### config.mk
export PLATFORM = sky130hd
export DESIGN_NAME = mac_q15
export DESIGN_NICKNAME = d
export VERILOG_FILES = /design/src/rtl/mac_q15_pkg.sv /design/src/rtl/mac_mul_stage.sv /design/src/rtl/mac_acc_stage.sv /design/src/rtl/mac_readout.sv /design/src/rtl/mac_q15.sv
export SDC_FILE = /design/constraint.sdc
export NUM_CORES = 1
export LEC_CHECK = 0
export BUFFER_PORTS_ARGS = -buffer_cell sky130_fd_sc_hd__buf_2
export CAP_MARGIN = 20
export CORE_AREA = 5 5 182 184
export CTS_BUF_LIST = sky130_fd_sc_hd__clkbuf_16
export CTS_CLUSTER_SIZE = 10
export DETAILED_ROUTE_END_ITERATION = 7
export DIE_AREA = 0 0 187 189
export PLACE_DENSITY = 0.71
export SYNTH_ARGS = -nofsm -noshare
export SYNTH_HDL_FRONTEND = slang
export SYNTH_SLANG_ARGS = --single-unit
### constraint.sdc
create_clock -name clk -period 15.15 [get_ports clk]
set_input_delay 3.03 -clock clk [delete_from_list [all_inputs] [get_ports clk]]
set_output_delay 3.03 -clock clk [all_outputs]
set_load 0.05 [all_outputs]
### src/rtl/mac_q15_pkg.sv
package mac_q15_pkg;
  typedef enum logic [1:0] {
    OP_CLEAR = 2'b00,
    OP_LOAD  = 2'b01,
    OP_ACCUM = 2'b10,
    OP_READ  = 2'b11
  } mac_op_e;
endpackage

### src/rtl/mac_mul_stage.sv
module mac_mul_stage #(
  parameter int IW  = 16,
  parameter int SHW = 4,
  localparam int PW = 2 * IW
) (
  input  logic           clk,
  input  logic           rst,
  input  logic           in_valid,
  input  logic [1:0]     op,
  input  logic [SHW-1:0] shift,
  input  logic           sat_en,
  input  logic [IW-1:0]  a,
  input  logic [IW-1:0]  b,
  output logic           s1_valid,
  output logic [1:0]     s1_op,
  output logic [SHW-1:0] s1_shift,
  output logic           s1_sat,
  output logic [PW-1:0]  s1_prod
);
  logic signed [PW-1:0] prod_n;

  always_comb begin
    prod_n = PW'($signed(a)) * PW'($signed(b));
  end

  always_ff @(posedge clk) begin
    if (rst) begin
      s1_valid <= 1'b0;
      s1_op    <= '0;
      s1_shift <= '0;
      s1_sat   <= 1'b0;
      s1_prod  <= '0;
    end else begin
      s1_valid <= in_valid;
      if (in_valid) begin
        s1_op    <= op;
        s1_shift <= shift;
        s1_sat   <= sat_en;
        s1_prod  <= prod_n;
      end
    end
  end

  // every accepted operation reaches the second stage one clock later
  a_r5_stage_follows : assert property (@(posedge clk) disable iff (rst)
    in_valid |=> s1_valid);
  // idle cycles do not produce a second-stage operation
  a_r4_idle_drops : assert property (@(posedge clk) disable iff (rst)
    !in_valid |=> !s1_valid);
endmodule

### src/rtl/mac_acc_stage.sv
module mac_acc_stage
  import mac_q15_pkg::*;
#(
  parameter int PW   = 32,
  parameter int GW   = 8,
  parameter int SHW  = 4,
  parameter int FRAC = 15,
  localparam int AW  = PW + GW,
  localparam int HW  = AW - FRAC
) (
  input  logic           clk,
  input  logic           rst,
  input  logic           s_valid,
  input  logic [1:0]     s_op,
  input  logic [SHW-1:0] s_shift,
  input  logic [PW-1:0]  s_prod,
  output logic [HW-1:0]  acc_hi,
  output logic           ovf
);
  logic [AW-1:0] acc;
  logic signed [AW-1:0] stg [0:SHW];
  logic [AW-1:0] shifted;
  logic [AW-1:0] sum;
  logic          wrap;

  assign stg[0] = $signed({{GW{s_prod[PW-1]}}, s_prod});

  generate
    for (genvar i = 0; i < SHW; i++) begin : g_shift
      assign stg[i+1] = s_shift[i] ? (stg[i] >>> (1 << i)) : stg[i];
    end
  endgenerate

  assign shifted = stg[SHW];
  assign sum     = acc + shifted;
  assign wrap    = (acc[AW-1] == shifted[AW-1]) && (sum[AW-1] != acc[AW-1]);

  always_ff @(posedge clk) begin
    if (rst) begin
      acc <= '0;
      ovf <= 1'b0;
    end else if (s_valid) begin
      unique case (mac_op_e'(s_op))
        OP_CLEAR: begin acc <= '0;      ovf <= 1'b0; end
        OP_LOAD:  begin acc <= shifted; ovf <= 1'b0; end
        OP_ACCUM: begin acc <= sum;     ovf <= ovf | wrap; end
        default:  ;
      endcase
    end
  end

  assign acc_hi = acc[AW-1:FRAC];

  // a clear leaves a zero accumulator and a cleared flag
  a_r4_clear_zero : assert property (@(posedge clk) disable iff (rst)
    (s_valid && s_op == OP_CLEAR) |=> (acc == '0 && !ovf));
  // reads and idle cycles leave the accumulator untouched
  a_r4_read_holds : assert property (@(posedge clk) disable iff (rst)
    (!s_valid || s_op == OP_READ) |=> $stable(acc));
  // the overflow flag is sticky until clear or load
  a_r9_sticky_ovf : assert property (@(posedge clk) disable iff (rst)
    (ovf && !(s_valid && (s_op == OP_CLEAR || s_op == OP_LOAD))) |=> ovf);
endmodule

### src/rtl/mac_readout.sv
module mac_readout
  import mac_q15_pkg::*;
#(
  parameter int IW = 16,
  parameter int HW = 25
) (
  input  logic          clk,
  input  logic          rst,
  input  logic          s_valid,
  input  logic [1:0]    s_op,
  input  logic          s_sat,
  input  logic [HW-1:0] acc_hi,
  output logic          out_valid,
  output logic [IW-1:0] result
);
  localparam int TOPW = HW - IW + 1;

  logic [TOPW-1:0] top;
  logic            fits;
  logic            rd;
  logic [IW-1:0]   rd_val;

  assign top  = acc_hi[HW-1:IW-1];
  assign fits = (&top) || !(|top);
  assign rd   = s_valid && (s_op == OP_READ);

  always_comb begin
    if (!fits && s_sat)
      rd_val = acc_hi[HW-1] ? {1'b1, {(IW-1){1'b0}}} : {1'b0, {(IW-1){1'b1}}};
    else
      rd_val = acc_hi[IW-1:0];
  end

  always_ff @(posedge clk) begin
    if (rst) begin
      out_valid <= 1'b0;
      result    <= '0;
    end else begin
      out_valid <= rd;
      if (rd) result <= rd_val;
    end
  end

  // a result strobe appears only for a read one clock earlier
  a_r5_valid_from_read : assert property (@(posedge clk) disable iff (rst)
    rd |=> out_valid);
  a_r5_no_spurious : assert property (@(posedge clk) disable iff (rst)
    !rd |=> !out_valid);
  // a saturating read of an out-of-range value returns an extreme
  a_r7_sat_extreme : assert property (@(posedge clk) disable iff (rst)
    (rd && s_sat && !fits) |=>
      (result == {1'b1, {(IW-1){1'b0}}} || result == {1'b0, {(IW-1){1'b1}}}));
endmodule

### src/rtl/mac_q15.sv
module mac_q15 #(
  parameter int IW   = 16,
  parameter int GW   = 8,
  parameter int SHW  = 4,
  localparam int PW   = 2 * IW,
  localparam int AW   = PW + GW,
  localparam int FRAC = IW - 1,
  localparam int HW   = AW - FRAC
) (
  input  logic           clk,
  input  logic           rst,
  input  logic           in_valid,
  input  logic [1:0]     op,
  input  logic [SHW-1:0] shift,
  input  logic           sat_en,
  input  logic [IW-1:0]  a,
  input  logic [IW-1:0]  b,
  output logic           out_valid,
  output logic [IW-1:0]  result,
  output logic           acc_ovf
);
  logic           s1_valid;
  logic [1:0]     s1_op;
  logic [SHW-1:0] s1_shift;
  logic           s1_sat;
  logic [PW-1:0]  s1_prod;
  logic [HW-1:0]  acc_hi;

  mac_mul_stage #(.IW(IW), .SHW(SHW)) u_mul (
    .clk(clk), .rst(rst), .in_valid(in_valid), .op(op), .shift(shift),
    .sat_en(sat_en), .a(a), .b(b),
    .s1_valid(s1_valid), .s1_op(s1_op), .s1_shift(s1_shift),
    .s1_sat(s1_sat), .s1_prod(s1_prod)
  );

  mac_acc_stage #(.PW(PW), .GW(GW), .SHW(SHW), .FRAC(FRAC)) u_acc (
    .clk(clk), .rst(rst), .s_valid(s1_valid), .s_op(s1_op),
    .s_shift(s1_shift), .s_prod(s1_prod), .acc_hi(acc_hi), .ovf(acc_ovf)
  );

  mac_readout #(.IW(IW), .HW(HW)) u_rd (
    .clk(clk), .rst(rst), .s_valid(s1_valid), .s_op(s1_op), .s_sat(s1_sat),
    .acc_hi(acc_hi), .out_valid(out_valid), .result(result)
  );

  // reset leaves no pending result
  a_r1_reset_quiet : assert property (@(posedge clk)
    rst |=> (!out_valid && !acc_ovf && result == '0));
endmodule

==> metrics.txt <==
# TYPE chip_impl_metric gauge
chip_impl_metric{name="max_freq",unit="MHz"} 115
chip_impl_metric{name="area_taken_by_multi_input_logic_gates",unit="mm^2"} 0.0135
chip_impl_info{name="status",value="finished, final reports clean"} 1
chip_impl_metric{name="port-buffer-count",unit=""} 59
chip_impl_info{name="postSynth.topFlopCell",value="sky130_fd_sc_hd__dfxtp_1"} 1
chip_impl_metric{name="finalCritPeriodShare",unit=""} 0.572
chip_impl_metric{name="via_per_inst",unit=""} 5.77
chip_impl_metric{name="cts_max_level",unit=""} 3
chip_impl_info{name="clock_tree.root_cell",value="sky130_fd_sc_hd__clkbuf_16"} 1
chip_impl_metric{name="async_reset_ff_frac",unit=""} 0
chip_impl_metric{name="tightest_slew",unit="ns"} 1.03
chip_impl_metric{name="estimated_wirelength_of_the_detail_placed_design",unit="mm"} 32.2
chip_impl_metric{name="fp-row-count",unit=""} 65
chip_impl_info{name="r2r_end",value="u_acc.acc[28]$_SDFFE_PP0P_"} 1
chip_impl_info{name="cell_type_contributing_the_most_total_cell_area_after_synthesis",value="sky130_fd_sc_hd__fa_1"} 1
chip_impl_metric{name="post-route-min-period",unit="ns"} 8.66
chip_impl_metric{name="postSynthCellCount",unit=""} 1929
chip_impl_metric{name="maxSlewViolCount",unit=""} 0
chip_impl_metric{name="crit_required",unit="ns"} 15.41
chip_impl_metric{name="final.setup_skew",unit="ns"} 0.00894
chip_impl_metric{name="clkSinkCount",unit=""} 98
chip_impl_metric{name="netlist.area_leader.share",unit=""} 0.310
chip_impl_info{name="crit_path_cell_chain",value="buf_2, nand2_1, inv_1, fa_1, fa_1, fa_1, fa_1, fa_1, inv_1, fa_1, inv_1, ha_1, a21o_1, a21oi_1, nor2b_1, o41a_1, a211oi_1, nor2_1, a211o_1, xnor2_1, a211oi_1"} 1
chip_impl_metric{name="netlist-cell-type-count",unit=""} 82
chip_impl_metric{name="globalRouteTotalUtil",unit=""} 0.231
chip_impl_metric{name="utilization",unit=""} 0.569
chip_impl_info{name="rsz_0062_raised_after_global_routing",value="no"} 1
chip_impl_metric{name="dr.pass1.iters",unit=""} 6
chip_impl_metric{name="cts_hold_repair.buffers",unit=""} 0
chip_impl_metric{name="syn_to_final_growth",unit="%"} 4.74
chip_impl_metric{name="postCtsSetupBuffers",unit=""} 0
chip_impl_metric{name="critPathMaxStageDelay",unit="ns"} 0.75
chip_impl_metric{name="synth.net_count",unit=""} 2359
chip_impl_metric{name="fp.dieArea",unit="mm^2"} 0.0353
chip_impl_metric{name="total_standard_cell_area_after_synthesis",unit="mm^2"} 0.0170
chip_impl_metric{name="max_cap_viol_count",unit=""} 0
chip_impl_metric{name="hold_violations",unit=""} 0
chip_impl_info{name="worst_hold_path_type",value="reg2reg"} 1
chip_impl_info{name="synth_area_leaders",value="sky130_fd_sc_hd__fa_1, sky130_fd_sc_hd__dfxtp_1, sky130_fd_sc_hd__ha_1"} 1
chip_impl_metric{name="post_drt_antenna_nets",unit=""} 0
chip_impl_metric{name="detailedRoute.firstIterationViolations",unit=""} 927
chip_impl_info{name="worstSetupEndpointType",value="flop"} 1
chip_impl_metric{name="max-slew-margin-rel",unit=""} 0.312
chip_impl_metric{name="fill_cells",unit=""} 2858
chip_impl_metric{name="antenna_violations_before_repair",unit=""} 0
chip_impl_info{name="regToRegStartpoint",value="u_mul.s1_shift[2]$_SDFFE_PP0P_"} 1
chip_impl_metric{name="grt_first_pass_wirelength",unit="mm"} 68.4
chip_impl_metric{name="worst-r2r-cell-count",unit=""} 14
chip_impl_info{name="crit_start",value="b[1]"} 1
chip_impl_metric{name="setup_viol",unit=""} 0
chip_impl_metric{name="gr-total-overflow",unit=""} 0
chip_impl_info{name="crit_path_start_kind",value="primary input"} 1
chip_impl_info{name="synth_commonest_cells",value="sky130_fd_sc_hd__inv_1, sky130_fd_sc_hd__fa_1, sky130_fd_sc_hd__nand2_1"} 1
chip_impl_metric{name="grt_pass1_vias",unit=""} 13800
chip_impl_metric{name="antenna_cells_inserted",unit=""} 0
chip_impl_metric{name="ys_seq_area_frac",unit=""} 0.116
chip_impl_info{name="synthMostInstantiatedCell",value="sky130_fd_sc_hd__inv_1"} 1
chip_impl_metric{name="tns",unit="ns"} 0
chip_impl_info{name="critical-path-slowest-cell",value="sky130_fd_sc_hd__fa_1"} 1
chip_impl_metric{name="route.vias.total",unit=""} 13400
chip_impl_metric{name="cts_buffer_depth",unit=""} 2
chip_impl_info{name="tritoncts_clock_tree",value="built"} 1
chip_impl_metric{name="r2r_slack",unit="ns"} 10.01
chip_impl_metric{name="routabilityCongestion",unit=""} 0.934
chip_impl_metric{name="drt-wirelength-per-cell",unit="um"} 17.1
chip_impl_metric{name="clock_latency",unit="ns"} 0.35
chip_impl_metric{name="critical_path_arrival",unit="ns"} 8.92
chip_impl_metric{name="cts.reportedPaths.clkPinSlew",unit="ns"} 0.08
chip_impl_metric{name="ioPinCount",unit=""} 60
chip_impl_metric{name="synthesized_area_divided_by_synthesized_cell_count",unit="um^2"} 8.79
chip_impl_info{name="critical_path.most_common_cell",value="sky130_fd_sc_hd__fa_1"} 1
chip_impl_metric{name="final_layout_size_suffix_gt1_frac",unit=""} 0.0755
chip_impl_metric{name="wirelength",unit="mm"} 39.6
chip_impl_metric{name="floorplan.core_area",unit="mm^2"} 0.0312
chip_impl_metric{name="floorplan.initialDensity",unit=""} 0.543
chip_impl_metric{name="ff_latch_area",unit="mm^2"} 0.00196
chip_impl_info{name="crit_path_end",value="u_mul.s1_prod[31]$_SDFFE_PP0P_"} 1
chip_impl_metric{name="die_height",unit="um"} 189
chip_impl_metric{name="synth-edff-count",unit=""} 0
chip_impl_metric{name="crit_path_max_fanout",unit=""} 16
chip_impl_metric{name="yosys_warnings",unit=""} 0
chip_impl_metric{name="cts_inserted_buffers",unit=""} 9
chip_impl_metric{name="die-width",unit="um"} 187
chip_impl_metric{name="flip_flop_and_latch_count_after_synthesis",unit=""} 98
chip_impl_info{name="worstSetupPathType",value="in2reg"} 1
chip_impl_metric{name="post_cts_resize_count",unit=""} 0
chip_impl_metric{name="drc_errors",unit=""} 0
chip_impl_metric{name="largest_net_degree_at_the_start_of_global_routing",unit=""} 80
chip_impl_metric{name="final_nets",unit=""} 2345
-- layout by cell type, fill, tap and decap left out, drive strengths merged, types with 10 or more instances in the layout --
master  count
o211ai     14
xnor2      46
nand3      13
ha        125
nand2     200
xor2       18
a22oi      25
a21oi      94
o21a       11
nor2      141
inv       299
nor2b      10
mux2       15
fa        263
dfxtp      98
nor3       15
mux4       19
a22o       16
and3       14
mux2i      41
a211oi     21
buf        68
a21o       34
nand2b     16
and2      126
o21ai      71
-- how the worst min path moves through the flow --
| stage | startpoint | end | slack, ns | cells after the start |
|---|---|---|---|---|
| global route | u_rd.result[14]$_SDFFE_PP0P_ | u_rd.result[14]$_SDFFE_PP0P_ | 0.46 | 2 |
| detailed placement | u_rd.result[10]$_SDFFE_PP0P_ | u_rd.result[10]$_SDFFE_PP0P_ | 0.44 | 2 |
| CTS | u_rd.result[7]$_SDFFE_PP0P_ | u_rd.result[7]$_SDFFE_PP0P_ | 0.46 | 2 |
| finish | u_rd.result[8]$_SDFFE_PP0P_ | u_rd.result[8]$_SDFFE_PP0P_ | 0.45 | 2 |
| floorplan | u_mul.s1_prod[0]$_SDFFE_PP0P_ | u_mul.s1_prod[0]$_SDFFE_PP0P_ | 0.44 | 2 |
| global placement | u_rd.result[7]$_SDFFE_PP0P_ | u_rd.result[7]$_SDFFE_PP0P_ | 0.44 | 2 |
-- critical path, delay by kind of cell --
kind                     cells  cell delay, ns
AND/OR/NAND/NOR              3            0.36
buffers and inverters        4            0.39
XOR/XNOR                     1            0.12
adder cells (fa/ha/maj)      7            3.56
AO/OA/AOI/OAI                6            1.44
-- per-layer routing --
metal | part of all wire | track usage | vias up | wire length (um)
li1 | - | - | 6277 | -
met1 | 0.46 | 0.323 | 6729 | 18100
met2 | 0.48 | 0.401 | 349 | 19100
met3 | 0.051 | 0.0249 | 32 | 2020
met4 | 0.011 | 0.0333 | 0 | 424
met5 | 0 | 0 | - | 0
-- flip-flops by register name (all words and copies together) (netlist names) --
register / count
u_rd.out_valid: 1
u_mul.s1_op: 2
u_acc.ovf: 1
u_mul.s1_prod: 32
u_mul.s1_sat: 1
u_acc.acc: 40
u_mul.s1_shift: 4
u_rd.result: 16
u_mul.s1_valid: 1
-- per-stage QoR --
stage / cells / hold WS, ns / worst slack (ns) / instance area (um^2)
3_5_place_dp: 2305 / 0.443 / 6.14 / 17400
6_report: 2322 / 0.453 / 6.49 / 17800
5_1_grt: 2322 / 0.464 / 6.08 / 17800
4_1_cts: 2321 / 0.456 / 6.48 / 17800
2_1_floorplan: 1929 / 0.440 / 6.60 / 17000
3_3_place_gp: 2305 / 0.438 / 6.21 / 17400
-- cells by family (layout without fill, tap and decap cells) --
logic type / after synthesis / in the layout / synth area share
AND/OR/NAND/NOR: 557 / 557 / 0.154
buffers and inverters: 390 / 381 / 0.0879
adder cells (fa/ha/maj): 388 / 388 / 0.403
AO/OA/AOI/OAI: 357 / 357 / 0.147
flip-flops: 98 / 98 / 0.116
multiplexers: 75 / 75 / 0.0594
XOR/XNOR: 64 / 64 / 0.0331
-- final cells by class --
cell class	count	area share
clock inverter	7	0.00465
clock buffer	9	0.0127
inverter	297	0.0628
multi-input combinational	1441	0.761
sequential	98	0.110
tap	402	0.0283
timing repair buffer	68	0.0206
Power is not shown: default switching activity piles up to over one toggle a cycle in this logic, so the estimate is an artifact.
